<file path="src/rtl/ptb_pkg.sv">
package ptb_pkg;

  typedef enum logic [1:0] {
    MODE_UP     = 2'b00,
    MODE_DOWN   = 2'b01,
    MODE_UPDN   = 2'b10,
    MODE_FREEZE = 2'b11
  } cntMode_e;

  typedef enum logic [1:0] {
    RUN_HALT    = 2'b00,
    RUN_STOPCYC = 2'b01,
    RUN_FREE    = 2'b10,
    RUN_FREEALT = 2'b11
  } runCtl_e;

  // Strobes handed from control to the datapath each clock
  typedef struct packed {
    logic     step;    // advance the counter this clock
    cntMode_e mode;    // counting rule
    logic     prdImm;  // period writes go straight to the active copy
    logic     prdWr;   // a period write is on the port this clock
  } tbCmd_t;

endpackage

</file>
<file path="src/rtl/ptb_prescaler.sv">
module ptb_prescaler #(
  parameter int N_W = 3,
  parameter int M_W = 3
) (
  input  logic           clk,
  input  logic           rst,
  input  logic           clear,
  input  logic           restart,
  input  logic [N_W-1:0] nCode,
  input  logic [M_W-1:0] mCode,
  output logic           tick
);
  localparam int DIV_W = (2 ** N_W - 1) + M_W + 1;

  logic [M_W:0]     fastDiv;
  logic [DIV_W-1:0] divisor;
  logic [DIV_W-1:0] psCnt;

  always_comb begin
    fastDiv = (mCode == '0) ? (M_W + 1)'(1) : {mCode, 1'b0};
    divisor = DIV_W'(fastDiv) << nCode;
    tick    = !clear && (psCnt >= divisor - DIV_W'(1));
  end

  always_ff @(posedge clk) begin
    if (rst || clear || restart) psCnt <= '0;
    else if (tick)               psCnt <= '0;
    else                         psCnt <= psCnt + DIV_W'(1);
  end


  psRange_chk: assert property (@(posedge clk) disable iff (rst)
    psCnt < divisor);

endmodule

</file>
<file path="src/rtl/ptb_ctrl.sv">
module ptb_ctrl
  import ptb_pkg::*;
#(
  parameter int N_W    = 3,
  parameter int M_W    = 3,
  parameter int DATA_W = 16,
  parameter int ADDR_W = 2
) (
  input  logic              clk,
  input  logic              rst,
  input  logic              wrEn,
  input  logic [ADDR_W-1:0] wrAddr,
  input  logic [DATA_W-1:0] wrData,
  input  logic              tick,
  input  logic              isZero,
  output tbCmd_t            cmd,
  output logic [N_W-1:0]    nCode,
  output logic [M_W-1:0]    mCode,
  output logic              psClear,
  output logic              psRestart
);
  localparam int MODE_LSB = 0;
  localparam int IMM_POS  = 2;
  localparam int N_LSB    = 3;
  localparam int M_LSB    = N_LSB + N_W;
  localparam int RUN_LSB  = M_LSB + M_W;
  localparam int CTL_TOP  = RUN_LSB + 2;
  localparam int CTL_ADDR = 0;
  localparam int PRD_ADDR = 1;

  cntMode_e       modeQ;
  runCtl_e        runQ;
  logic           immQ;
  logic [N_W-1:0] nQ;
  logic [M_W-1:0] mQ;

  logic           ctlWr;
  logic           prdWr;
  logic [N_W-1:0] newN;
  logic [M_W-1:0] newM;
  logic           running;
  logic           unusedHigh;

  assign ctlWr      = wrEn && (wrAddr == ADDR_W'(CTL_ADDR));
  assign prdWr      = wrEn && (wrAddr == ADDR_W'(PRD_ADDR));
  assign newN       = wrData[N_LSB +: N_W];
  assign newM       = wrData[M_LSB +: M_W];
  assign unusedHigh = ^wrData[DATA_W-1:CTL_TOP];

  always_ff @(posedge clk) begin
    if (rst) begin
      modeQ <= MODE_UP;
      runQ  <= RUN_HALT;
      immQ  <= 1'b0;
      nQ    <= '0;
      mQ    <= '0;
    end else if (ctlWr) begin
      modeQ <= cntMode_e'(wrData[MODE_LSB +: 2]);
      runQ  <= runCtl_e'(wrData[RUN_LSB +: 2]);
      immQ  <= wrData[IMM_POS];
      nQ    <= newN;
      mQ    <= newM;
    end
  end

  always_comb begin
    running    = runQ[1] || ((runQ == RUN_STOPCYC) && !isZero);
    cmd.step   = tick && (modeQ != MODE_FREEZE) && running;
    cmd.mode   = modeQ;
    cmd.prdImm = immQ;
    cmd.prdWr  = prdWr;
    psClear    = (runQ == RUN_HALT);
    psRestart  = ctlWr && ({newN, newM} != {nQ, mQ});
    nCode      = nQ;
    mCode      = mQ;
  end


  stopAtZero_chk: assert property (@(posedge clk) disable iff (rst)
    (runQ == RUN_STOPCYC && isZero) |=> isZero);

endmodule

</file>
<file path="src/rtl/ptb_datapath.sv">
module ptb_datapath
  import ptb_pkg::*;
#(
  parameter int CNT_W = 16
) (
  input  logic             clk,
  input  logic             rst,
  input  tbCmd_t           cmd,
  input  logic [CNT_W-1:0] wrData,
  output logic [CNT_W-1:0] count,
  output logic             zeroStb,
  output logic             prdStb,
  output logic             isZero
);
  logic [CNT_W-1:0] cntQ;
  logic [CNT_W-1:0] activeQ;
  logic [CNT_W-1:0] shadowQ;
  logic             downQ;
  logic             evtQ;
  logic [CNT_W-1:0] nextCnt;
  logic             nextDown;
  logic             shadowLoad;

  always_comb begin
    nextCnt  = cntQ;
    nextDown = downQ;
    case (cmd.mode)
      MODE_UP:   nextCnt = (cntQ >= activeQ) ? '0 : cntQ + CNT_W'(1);
      MODE_DOWN: nextCnt = (cntQ == '0) ? activeQ : cntQ - CNT_W'(1);
      MODE_UPDN: begin
        if (activeQ == '0) begin
          nextCnt  = '0;
          nextDown = 1'b0;
        end else if (cntQ == '0) begin
          nextCnt  = CNT_W'(1);
          nextDown = 1'b0;
        end else if (cntQ >= activeQ) begin
          nextCnt  = cntQ - CNT_W'(1);
          nextDown = 1'b1;
        end else if (downQ) begin
          nextCnt  = cntQ - CNT_W'(1);
        end else begin
          nextCnt  = cntQ + CNT_W'(1);
        end
      end
      default: nextCnt = cntQ;
    endcase
    shadowLoad = cmd.step && !cmd.prdImm && (nextCnt == '0);
  end

  always_ff @(posedge clk) begin
    if (rst) begin
      cntQ    <= '0;
      downQ   <= 1'b0;
      evtQ    <= 1'b0;
      activeQ <= '0;
      shadowQ <= '0;
    end else begin
      evtQ <= cmd.step;
      if (cmd.step) begin
        cntQ  <= nextCnt;
        downQ <= nextDown;
      end
      if (cmd.prdWr) shadowQ <= wrData;
      if (cmd.prdWr && cmd.prdImm) activeQ <= wrData;
      else if (shadowLoad)         activeQ <= shadowQ;
    end
  end

  assign count   = cntQ;
  assign isZero  = (cntQ == '0);
  assign zeroStb = evtQ && isZero;
  assign prdStb  = evtQ && (cntQ == activeQ);


  upWrap_chk: assert property (@(posedge clk) disable iff (rst)
    (cmd.step && cmd.mode == MODE_UP && cntQ >= activeQ) |=> (cntQ == '0));


  updnStep_chk: assert property (@(posedge clk) disable iff (rst)
    (cmd.step && cmd.mode == MODE_UPDN && activeQ != '0 && cntQ <= activeQ)
      |=> (cntQ == $past(cntQ) + CNT_W'(1) || cntQ + CNT_W'(1) == $past(cntQ)));


  freezeHold_chk: assert property (@(posedge clk) disable iff (rst)
    (cmd.mode == MODE_FREEZE) |=> (cntQ == $past(cntQ)));


  activeLoad_chk: assert property (@(posedge clk) disable iff (rst)
    (activeQ != $past(activeQ)) |-> (cntQ == '0 || $past(cmd.prdWr && cmd.prdImm)));

endmodule

</file>
<file path="src/rtl/pwm_timebase.sv">
module pwm_timebase
  import ptb_pkg::*;
#(
  parameter int CNT_W  = 16,
  parameter int ADDR_W = 2,
  parameter int N_W    = 3,
  parameter int M_W    = 3
) (
  input  logic              clk,
  input  logic              rst,
  input  logic              wrEn,
  input  logic [ADDR_W-1:0] wrAddr,
  input  logic [CNT_W-1:0]  wrData,
  output logic [CNT_W-1:0]  count,
  output logic              zeroStb,
  output logic              prdStb
);
  tbCmd_t         cmd;
  logic [N_W-1:0] nCode;
  logic [M_W-1:0] mCode;
  logic           psClear;
  logic           psRestart;
  logic           tick;
  logic           isZero;

  ptb_ctrl #(.N_W(N_W), .M_W(M_W), .DATA_W(CNT_W), .ADDR_W(ADDR_W)) u_ctrl (
    .clk(clk), .rst(rst), .wrEn(wrEn), .wrAddr(wrAddr), .wrData(wrData),
    .tick(tick), .isZero(isZero), .cmd(cmd), .nCode(nCode), .mCode(mCode),
    .psClear(psClear), .psRestart(psRestart)
  );

  ptb_prescaler #(.N_W(N_W), .M_W(M_W)) u_presc (
    .clk(clk), .rst(rst), .clear(psClear), .restart(psRestart),
    .nCode(nCode), .mCode(mCode), .tick(tick)
  );

  ptb_datapath #(.CNT_W(CNT_W)) u_dp (
    .clk(clk), .rst(rst), .cmd(cmd), .wrData(wrData), .count(count),
    .zeroStb(zeroStb), .prdStb(prdStb), .isZero(isZero)
  );


  haltHold_chk: assert property (@(posedge clk) disable iff (rst)
    psClear |=> $stable(count));

endmodule

</file>
<file path="config.mk">
export PLATFORM = sky130hd
export DESIGN_NAME = pwm_timebase
export DESIGN_NICKNAME = d
export VERILOG_FILES = /design/src/rtl/ptb_pkg.sv /design/src/rtl/ptb_prescaler.sv /design/src/rtl/ptb_ctrl.sv /design/src/rtl/ptb_datapath.sv /design/src/rtl/pwm_timebase.sv
export SDC_FILE = /design/constraint.sdc
export NUM_CORES = 1
export LEC_CHECK = 0
export ABC_AREA = 1
export ABC_CLOCK_PERIOD_IN_PS = 4080
export BUFFER_PORTS_ARGS = -buffer_cell sky130_fd_sc_hd__buf_2
export CORE_AREA = 2 2 125 127
export DETAILED_ROUTE_END_ITERATION = 8
export DIE_AREA = 0 0 127 129
export PLACE_DENSITY = 0.65
export SETUP_SLACK_MARGIN = 0.1
export SYNTH_ARGS = -nofsm -noshare
export SYNTH_HDL_FRONTEND = slang
export SYNTH_SLANG_ARGS = --single-unit
</file>
<file path="constraint.sdc">
create_clock -name clk -period 4.08 [get_ports clk]
set_input_delay 0.204 -clock clk [delete_from_list [all_inputs] [get_ports clk]]
set_output_delay 0.204 -clock clk [all_outputs]
set_load 0.02 [all_outputs]
</file>
# Word-level counts from Yosys, hierarchy flattened
# Cells that the tools add are included.
# totals
ff_bits,72
in_bits,21
out_inout_bits,18
wordCells,67
# op_classes
add_sub_neg,4
order_cmp,2
n_eq_ne,7
shifts,1
muxes,13
n_reduce_logical,29
# ops
operator,n
two-way mux 16 bit,8
logical NOT 16 bit,3
case mux 16 bit (3 select lines),1
adder 16 x 1 -> 16 bit (second input constant),1
equality test 16 bit,1
>= comparator 16 bit,1
subtractor 16 x 1 -> 16 bit (second input constant),1
logical AND 1 bit,12
adder 11 x 1 -> 11 bit (second input constant),1
>= comparator 11 bit,1
<< shifter 4 x 3 -> 11 bit,1
subtractor 11 x 1 -> 11 bit (second input constant),1
equality test 2 x 1 -> 1 bit (second input constant),3
logical NOT 2 bit,3
!= test 6 bit,1
two-way mux 4 bit,1
logical NOT 1 bit,3
logical NOT 3 bit,1
logical OR 1 bit,3
two-way mux 1 bit,3
AND reduction 3 bit,1
nonzero test 3 bit,1
equality test 2 bit (second input constant),1
!= test 2 bit (second input constant),1
2 further kinds,2

# Longest topological paths before layout
# Gate-level depths: netlist of the first run.
# logic_depth
ltp_word,12
mapped_depth,32
depth_no_buf,31

# By module
# A second synthesis of the first run with hierarchy kept.
# hier_totals
hier_cells,948
area_unflattened_um2,6128.4
# by_module_without_submodules
mod,instances,cells_each,area_each_um2
ptb_datapath,1,677,4339.2
ptb_prescaler,1,185,1183.6
ptb_ctrl,1,86,605.6

# Worst setup path before layout of the first run
# Ideal clock, no wire load.
# synth_timing
kind,register to register
startpoint,"register u_ctrl.nQ[0], in the netlist u_ctrl.nCode[0]"
endpoint,register u_dp.activeQ[15]
setup_time_ps,113
arrival_time_ps,3644
required_ps,3967
setup_slack_ps,324
path_stages_with_launch,29
n_path_buf,1
cell_sequence,dfxtp_1 -> inv_1 -> o21ai_0 -> nor2_1 -> nand2_1 -> ha_1 -> nand2_1 -> nor2_1 -> nand3_1 -> nor2_1 -> nand2_1 -> nor2_1 -> nand2_1 -> xor2_1 -> ha_1 -> nand3_1 -> nor4_1 -> nor2_1 -> nor2_1 -> nand3_1 -> nor2_1 -> nand2_1 -> nor2_1 -> nand3_1 -> nor2_2 -> nor2_4 -> buf_6 -> nor2_1 -> nor2_1
# synth_between
elab_chain_len,9
# synth_lines
element,line_no,source
start: declaration,ptb_ctrl.sv:34,logic [N_W-1:0] nQ;
start signal: assignment,ptb_ctrl.sv:61,nQ <= newN;
<< shifter 4 x 3 -> 11 bit,ptb_prescaler.sv:21,divisor = DIV_W'(fastDiv) << nCode;
subtractor 11 x 1 -> 11 bit,ptb_prescaler.sv:22,tick = !clear && (psCnt >= divisor - DIV_W'(1));
>= comparator 11 bit,ptb_prescaler.sv:22,
logical AND 1 bit,ptb_prescaler.sv:22,
logical AND 1 bit (2 in a row),ptb_ctrl.sv:68,cmd.step = tick && (modeQ != MODE_FREEZE) && running;
logical AND 1 bit (2 in a row),ptb_datapath.sv:48,shadowLoad = cmd.step && !cmd.prdImm && (nextCnt == '0);
nonzero test 2 bit (no source line),--,
end signal: assignment,ptb_datapath.sv:65,if (cmd.prdWr && cmd.prdImm) activeQ <= wrData;
end signal: assignment,ptb_datapath.sv:66,else if (shadowLoad) activeQ <= shadowQ;
end: declaration,ptb_datapath.sv:16,logic [CNT_W-1:0] activeQ;
# Every way passes these cells.
# A chain may end at the register's enable or synchronous reset.

# Worst setup path in the final report of the first run
# layout_timing
startpoint,"register u_ctrl.mQ[0], in the netlist u_ctrl.mCode[0]"
endpoint,register u_dp.activeQ[11]
# layout_between
elab_chain_len,11
# layout_lines
element,line_no,source
start: declaration,ptb_ctrl.sv:35,logic [M_W-1:0] mQ;
start signal: assignment,ptb_ctrl.sv:62,mQ <= newM;
logical NOT 3 bit,ptb_prescaler.sv:20,"fastDiv = (mCode == '0) ? (M_W + 1)'(1) : {mCode, 1'b0};"
two-way mux 4 bit *,ptb_prescaler.sv:20,
<< shifter 4 x 3 -> 11 bit *,ptb_prescaler.sv:21,
subtractor 11 x 1 -> 11 bit *,ptb_prescaler.sv:22,
>= comparator 11 bit *,ptb_prescaler.sv:22,
logical AND 1 bit *,ptb_prescaler.sv:22,
logical AND 1 bit * (2 in a row),ptb_ctrl.sv:68,
logical AND 1 bit * (2 in a row),ptb_datapath.sv:48,
nonzero test 2 bit (no source line) *,--,
# Mark *: on every way between the ends. The rest lies on a longest branch, timed or not.

==> qor.csv, run 1 <==
stage,metric,value,unit
route,viasPerCell,5.179,
timing,rsz0062_at_grt,true,
critical_path,slowest_delay,0.38,ns
logic_synthesis,synth_fp_nets,991,
floorplanning,core,0.01498,mm^2
critical_path,cp_max_fo,9,
clock_tree,root_buffer,clkbuf_16,
timing,finalMaxSlewViolations,0,
pwr,leakage,3.257,nW
final_layout,syn2layout_area_growth,15.90,%
timing,max-slew-margin-rel,36.26,%
floorplanning,dieArea,0.01638,mm^2
logic_synthesis,yosysSeqAreaShare,24.85,%
logic_synthesis,synth_edf_count,0,
floorplanning,ios,39,
pwr,worst_ir_drop_vdd,0.1956,mV
floorplanning,die_h,129,um
clock_tree,clock_path_buffers,2,
critical_path,critPathKind,register to register,
global_route,gr-usage-all-layers,21.27,%
job,drv_cap,0,
clock_tree,clkLatencyLatePin,0.33,ns
route,drcViolationCount,0,
critical_path,crit_slowest_cell,dfxtp_4,
timing,setup_tns,0,ns
clock_tree,clkTransAtPathRegs,0.06,ns
logic_synthesis,yosysWarnings,0,
logic_synthesis,async_flop_share,0,%
logic_synthesis,synth-compound-area-share,13.59,%
timing,clock_skew,0.009442,ns
floorplanning,initial_core_util,38.73,%
logic_synthesis,synth_area,0.005801,mm^2
hold_path,hp-start,wrData[15],
hold_path,min_path_type,primary input to register,
critical_path,r2r-start,u_ctrl.mCode[0],
pwr,power.total,1.922,mW
route,wl_per_cell,14.79,um
timing,setup-violations-final,0,
logic_synthesis,synth_area_per_cell,6.177,um^2
route,drtIter0Drc,639,
global_route,grt_max_degree,52,
final_layout,mostFrequentLayoutCells,"231 x nand2_1, 140 x nor2_1, 102 x inv_1",
logic_synthesis,synth_top_family_by_area,simple AND/OR/NAND/NOR gates,
timing,period_needed,3.787,ns
final_layout,diodes,0,
critical_path,arrival,4.06,ns
final_layout,layout_commonest_cell,nand2_1,
timing,fmax,0.2641,GHz
floorplanning,die_x,127,um
clock_tree,h-tree-depth,3,
clock_tree,numCtsBuffers,9,
critical_path,critical_path_required,4.35,ns
logic_synthesis,muxShareOfSynthArea,0,%
timing,worst_pin_slew,0.9526,ns
logic_synthesis,synthCells,939,
clock_tree,cts_tree,yes,
route,ant_nets,0,
place,place_congestion,0.9045,
logic_synthesis,synth_ff_type,dfxtp_1,
route,totalWireLength,17.34,mm
clock_tree,clkSinkCount,72,
critical_path,ff2ff_setup_slack,0.29,ns
final_layout,layout-drive-gt1-share,15.45,%
logic_synthesis,ys_types,41,
global_route,antenna_found_initial,0,
global_route,grt_pass1_vias,5456,
logic_synthesis,synth_xor_area_share,5.867,%
critical_path,cp-end-kind,register,
global_route,grt_overflow_total,0,
logic_synthesis,synth_fa_ha_area_share,6.687,%
global_route,grt_first_pass_wirelength,28.02,mm
place,hpwl,12.95,mm
logic_synthesis,ys_ff_latch,72,
final_layout,fin_nets,1031,
pwr,pwr_density_cell,286.0,mW/mm^2
run_status,status,completed,
timing,fin_crit_sh,92.82,%
timing,finalHoldViolCount,0,
route,via_count,6070,
critical_path,cp-start-kind,register,
logic_synthesis,synthSimpleGateAreaFrac,38.68,%
clock_tree,postCtsHoldBufs,0,
place,place.port_buffers,38,
route,drt_first_pass_iters,6,
critical_path,startpoint,u_ctrl.mCode[0],
floorplanning,rows,45,
==> per-stage QoR <==
step	cells	setup WS, ns	instance area [um^2]	util, %	hold slack (ns)
2_1_floorplan	939	0.3236	5801	-	0.3389
3_3_place_gp	1149	0.1894	6181	41.27	0.4420
3_5_place_dp	1149	0.04036	6181	41.27	0.4667
4_1_cts	1165	0.1268	6515	43.50	0.1175
5_1_grt	1172	-0.005638	6723	44.89	0.1373
6_report	1172	0.2930	6723	44.89	0.1220
==> layer usage <==
metal / share of wire, % / global-route usage, % / vias up
met2: 46 / 35.52 / 197
li1: - / - / 3102
met1: 45 / 28.57 / 2743
met4: 1.7 / 4.719 / 0
met3: 7.4 / 4.241 / 28
met5: 0 / 0 / -
==> worst max-delay path, delay by kind of cell, from the launching register on <==
kind | cells | cell delay (ns)
DFF | 1 | 0.38
adders and majority gates | 2 | 0.52
AOI/OAI and AO/OA | 1 | 0.17
buffers and inverters | 1 | 0.16
and+or+nand+nor | 24 | 2.37
xor gates and xnor gates | 1 | 0.14
==> power breakdown <==
group / total, mW / internal, mW / switching (mW)
Sequential: 0.734 / 0.719 / 0.0146
Clock: 0.868 / 0.554 / 0.314
Combinational: 0.321 / 0.113 / 0.208
Total: 1.92 / 1.39 / 0.537
==> final cells by class <==
| class | count | area (um^2) |
|---|---|---|
| Multi-Input combinational cell | 723 | 3850 |
| Sequential cell | 72 | 1459 |
| Clock buffer | 10 | 239.0 |
| Timing Repair Buffer | 64 | 436.7 |
| Fill cell | 1597 | 8254 |
| Inverter | 109 | 411.6 |
| Clock inverter | 6 | 91.34 |
| Tap cell | 188 | 235.2 |
==> kinds of logic after synthesis <==
logic type,after synthesis
xor gates and xnor gates,38
and+or+nand+nor,510
adders and majority gates,31
DFF,72
AOI/OAI and AO/OA,144
buffers and inverters,144
==> Yosys cell counts, types with 2 or more instances <==
cell type	count	share of area, %
a31oi_1	2	0.22
inv_1	104	6.7
nand2_1	235	15
dfxtp_1	72	25
ha_1	31	6.7
xnor2_1	5	0.75
nor2_4	10	1.9
nor2_1	145	9.4
clkbuf_1	17	1.1
a221oi_1	2	0.30
o211ai_1	5	0.65
buf_2	8	0.69
o211ai_2	3	0.65
xor2_1	32	4.8
buf_1	2	0.13
o21ai_0	65	5.6
nand3b_1	4	0.52
inv_2	4	0.26
nand4_1	22	2.4
nand3_2	5	0.86
a21oi_1	54	4.7
buf_6	5	0.97
o21ai_1	4	0.35
buf_4	3	0.39
or2_2	4	0.43
nor4_1	2	0.22
nand2_2	8	0.86
nor2_2	7	0.75
o22ai_1	3	0.32
o21ai_2	2	0.30
nand3_1	52	4.5
nor3_1	13	1.1
==> timing repair <==
| action | 4_1_cts | 5_1_grt |
|---|---|---|
| buffers inserted | 0 | 5 |
| gates cloned | 0 | 2 |
| endpoints found under the setup margin | 16 | 16 |
| gates resized for setup | 2 | 41 |
| pin swaps | 0 | 20 |
==> worst paths after layout <==
| path | endpoint | depth (start not counted) |
|---|---|---|
| max reg2reg | u_dp.activeQ[11] | 29 |
| min | u_dp.shadowQ[15] | 3 |
| min reg2reg | u_presc.psCnt[0] | 1 |
| max | u_dp.activeQ[11] | 29 |
==> sequential cells by signal (all words and copies together), names as in the netlist <==
| register | count |
|---|---|
| u_dp.shadowQ | 16 |
| u_presc.psCnt | 11 |
| u_ctrl.runQ | 2 |
| u_dp.activeQ | 16 |
| u_dp.evtQ | 1 |
| u_ctrl.immQ | 1 |
| u_dp.downQ | 1 |
| u_ctrl.modeQ | 2 |
| u_dp.count | 16 |
| u_ctrl.nCode | 3 |
| u_ctrl.mCode | 3 |
(Power assumes the default switching activity.)
==> inputs of run 2 (changes only) <==
- RECOVER_POWER: not set -> 25
==> qor.csv, run 2 (synthesis gave the netlist of run 1 again) <==
stage,metric,value,unit
run_status,status,completed,
critical_path,crit_slowest_cell,dfxtp_4,
timing,fmax,0.2646,GHz
critical_path,ff2ff_setup_slack,0.30,ns
route,totalWireLength,17.37,mm
timing,max-slew-margin-rel,36.05,%
clock_tree,cts_tree,yes,
final_layout,stdcell_area,0.006688,mm^2
timing,clock_skew,0.008695,ns
final_layout,layout-drive-gt1-share,14.02,%
global_route,gr-usage-all-layers,21.27,%
floorplanning,initial_core_util,38.73,%
route,viasPerCell,5.183,
timing,setup_tns,0,ns
place,place.port_buffers,38,
route,ant_nets,0,
timing,finalMaxSlewViolations,0,
final_layout,fin_nets,1031,
clock_tree,numCtsBuffers,9,
hold_path,min_path_type,primary input to register,
timing,rsz0062_at_grt,true,
timing,worst_pin_slew,0.9557,ns
critical_path,cp-end-kind,register,
timing,fin_crit_sh,92.64,%
place,place_congestion,0.9045,
clock_tree,h-tree-depth,3,
pwr,leakage,3.196,nW
clock_tree,root_buffer,clkbuf_16,
timing,period_needed,3.780,ns
final_layout,syn2layout_area_growth,15.29,%
floorplanning,core,0.01498,mm^2
critical_path,cp_max_fo,9,
pwr,power.total,1.923,mW
critical_path,critical_path_required,4.35,ns
place,hpwl,12.95,mm
route,drcViolationCount,0,
floorplanning,die_x,127,um
route,drtIter0Drc,566,
place,postPlaceCellArea,0.006181,mm^2
route,via_count,6075,
global_route,antenna_found_initial,0,
global_route,grt_first_pass_wirelength,28.02,mm
clock_tree,clock_path_buffers,2,
route,wl_per_cell,14.82,um
floorplanning,ios,39,
pwr,worst_ir_drop_vdd,0.1943,mV
timing,setup-violations-final,0,
global_route,grt_max_degree,52,
critical_path,slowest_delay,0.38,ns
place,place_inst,1149,
global_route,grt_overflow_total,0,
clock_tree,clkSinkCount,72,
final_layout,diodes,0,
clock_tree,clkTransAtPathRegs,0.06,ns
global_route,grt_pass1_vias,5456,
floorplanning,dieArea,0.01638,mm^2
timing,finalHoldViolCount,0,
route,drt_first_pass_iters,6,
clock_tree,clkLatencyLatePin,0.33,ns
floorplanning,rows,45,
floorplanning,die_h,129,um
timing,holdWs,0.1212,ns
final_layout,mostFrequentLayoutCells,"231 x nand2_1, 140 x nor2_1, 102 x inv_1",
final_layout,layout_commonest_cell,nand2_1,
critical_path,arrival,4.05,ns
pwr,pwr_density_cell,287.6,mW/mm^2
critical_path,cp-start-kind,register,
critical_path,critPathKind,register to register,
job,drv_cap,0,
final_layout,final_cells,1172,
==> run 2: final cells by class <==
class                      count  area [um^2]
clock buffer                  10        239.0
clock inverter                 6        91.34
fill                        1612         8289
inverter                     109        411.6
multi-input combinational    723         3850
sequential                    72         1459
tap                          188        235.2
timing repair buffer          64        401.6
==> run 2: worst max-delay path, delay by kind of cell, from the launching register on <==
family | cells | cell delay [ns]
adder cells (fa/ha/maj) | 2 | 0.52
flip-flops | 1 | 0.38
AND/OR/NAND/NOR | 24 | 2.36
buffers and inverters | 1 | 0.16
AO/OA/AOI/OAI | 1 | 0.17
XOR/XNOR | 1 | 0.14
==> run 2: final timing paths <==
path,start,depth (start not counted),to
worst max-delay path,u_ctrl.mCode[0],29,u_dp.activeQ[11]
worst min-delay path,wrData[15],3,u_dp.shadowQ[15]
worst max register to register,u_ctrl.mCode[0],29,u_dp.activeQ[11]
worst min register to register,u_presc.psCnt[0],1,u_presc.psCnt[0]
==> run 2: layer usage <==
metal	up-vias	part of all wire, %	wire length [um]	GRT usage [%]
li1	3104	-	-	-
met1	2722	44	7719	28.57
met2	214	46	7963	35.52
met3	35	7.6	1327	4.241
met4	0	2.1	362	4.719
met5	-	0	0	0
==> run 2: repair_timing <==
action                     in CTS  in global routing
setup endpoints to repair      16                 16
pin swaps                       0                 20
gates resized for setup         2                 41
cloned                          0                  2
hold buffers                    0                  0
setup buffers                   0                  5
hold endpoints to repair        0                  0
==> run 2: per-stage QoR <==
stage | utilization [%] | setup WS [ns]
floorplan | - | 0.3236
global placement | 41.27 | 0.1894
detailed placement | 41.27 | 0.04036
CTS | 43.50 | 0.1268
global route | 44.65 | -0.005639
finish | 44.65 | 0.3003
==> run 2: power breakdown <==
part | switching [mW] | internal, mW | total, mW
clock network | 0.315 | 0.554 | 0.869
registers | 0.0146 | 0.719 | 0.734
logic | 0.208 | 0.113 | 0.321
==> inputs of run 3 (changes only) <==
- MAX_ROUTING_LAYER: not set -> met4
==> qor.csv, run 3 (synthesis gave the netlist of run 1 again) <==
stage,metric,value,unit
run_status,status,completed,
timing,finalMaxSlewViolations,0,
pwr,worst_ir_drop_vdd,0.1955,mV
clock_tree,root_buffer,clkbuf_16,
critical_path,crit_slowest_cell,dfxtp_4,
hold_path,hp-start,wrData[15],
timing,worst_pin_slew,0.9601,ns
critical_path,cp-start-kind,register,
timing,max-slew-margin-rel,35.76,%
final_layout,fillers,1612,
place,pre_cts_ws,0.04036,ns
pwr,pwr_density_cell,287.7,mW/mm^2
critical_path,critical_path_required,4.35,ns
critical_path,cp-end-kind,register,
clock_tree,clkLatencyLatePin,0.34,ns
clock_tree,postCtsHoldBufs,0,
critical_path,startpoint,u_ctrl.mCode[0],
floorplanning,initial_core_util,38.73,%
global_route,grt_pass1_vias,5456,
timing,fmax,0.2645,GHz
critical_path,slowest_delay,0.38,ns
critical_path,critPathKind,register to register,
timing,setup_ws,0.2990,ns
critical_path,cp_max_fo,9,
final_layout,diodes,0,
place,place_inst,1149,
timing,rsz0062_at_grt,true,
timing,period_needed,3.781,ns
clock_tree,clock_path_buffers,2,
pwr,leakage,3.196,nW
route,viasPerCell,5.166,
global_route,grt_first_pass_wirelength,28.02,mm
clock_tree,clkSinkCount,72,
clock_tree,numCtsBuffers,9,
clock_tree,clkTransAtPathRegs,0.06,ns
timing,clock_skew,0.007810,ns
route,drtIter0Drc,604,
final_layout,layout-drive-gt1-share,14.02,%
critical_path,arrival,4.05,ns
route,via_count,6055,
timing,setup_tns,0,ns
route,wl_per_cell,14.82,um
job,drv_cap,0,
timing,finalHoldViolCount,0,
critical_path,r2r-start,u_ctrl.mCode[0],
final_layout,syn2layout_area_growth,15.29,%
clock_tree,cts_tree,yes,
floorplanning,dieArea,0.01638,mm^2
final_layout,mostFrequentLayoutCells,"231 x nand2_1, 140 x nor2_1, 102 x inv_1",
timing,fin_crit_sh,92.67,%
hold_path,min_path_type,primary input to register,
final_layout,final_cells,1172,
final_layout,layout_commonest_cell,nand2_1,
route,totalWireLength,17.37,mm
route,drcViolationCount,0,
clock_tree,h-tree-depth,3,
place,place.port_buffers,38,
place,hpwl,12.95,mm
floorplanning,die_h,129,um
global_route,grt_overflow_total,0,
final_layout,fin_nets,1031,
global_route,grt_max_degree,52,
route,ant_nets,0,
global_route,antenna_found_initial,0,
route,drt_first_pass_iters,6,
timing,setup-violations-final,0,
floorplanning,core,0.01498,mm^2
floorplanning,die_x,127,um
floorplanning,rows,45,
place,place_congestion,0.9200,
final_layout,postLayoutCoreUtil,44.65,%
global_route,gr-usage-all-layers,21.94,%
timing,holdWs,0.1201,ns
floorplanning,ios,39,
-- run 3: area by class of cell --
cell class	count	area [um^2]	area share (%)
multi-input combinational	723	3850	57.57
clock inverter	6	91.34	1.366
tap	188	235.2	3.517
inverter	109	411.6	6.155
clock buffer	10	239.0	3.573
timing repair buffer	64	401.6	6.006
sequential	72	1459	21.81
-- run 3: worst paths after layout --
path                                          to  slack (ns)  cells after the start
worst max-delay path            u_dp.activeQ[11]        0.30                     29
worst max register to register  u_dp.activeQ[11]        0.30                     29
worst min register to register  u_presc.psCnt[0]        0.47                      1
worst min-delay path            u_dp.shadowQ[15]        0.12                      3
-- run 3: repair_timing --
| item | in CTS | in global routing |
|---|---|---|
| endpoints found under the hold margin | 0 | 0 |
| resized for setup | 2 | 41 |
| buffers inserted | 0 | 5 |
| gates cloned | 0 | 2 |
| endpoints found under the setup margin | 16 | 16 |
| pin swaps | 0 | 20 |
-- run 3: metal layers --
layer  wire (um)  global-route usage [%]  up-vias
li1            -                       -     3102
met1        7803                   28.57     2722
met2        7948                   35.58      195
met3        1298                   4.200       36
met4         319                   4.719        0
met5           0                       -        -
-- run 3: power by group --
group / switching, mW / total, mW / internal (mW)
logic: 0.208 / 0.321 / 0.113
registers: 0.0146 / 0.734 / 0.719
clock network: 0.316 / 0.870 / 0.554
total: 0.539 / 1.92 / 1.39
-- run 3: critical path, delay by kind of cell (launching register included) --
kind            cells  cell delay (ns)
flops               1             0.38
xor+xnor            1             0.14
fa+ha+maj           2             0.52
compound gates      1             0.17
simple gates       24             2.36
buf+inv             1             0.16
-- run 3: through the flow --
step | power [mW] | cell area [um^2]
after CTS | 1.909 | 6515
after global routing | 2.008 | 6688
after floorplan | 0.9584 | 5801
after global placement | 1.038 | 6181
after detailed placement | 1.038 | 6181
final | 1.924 | 6688
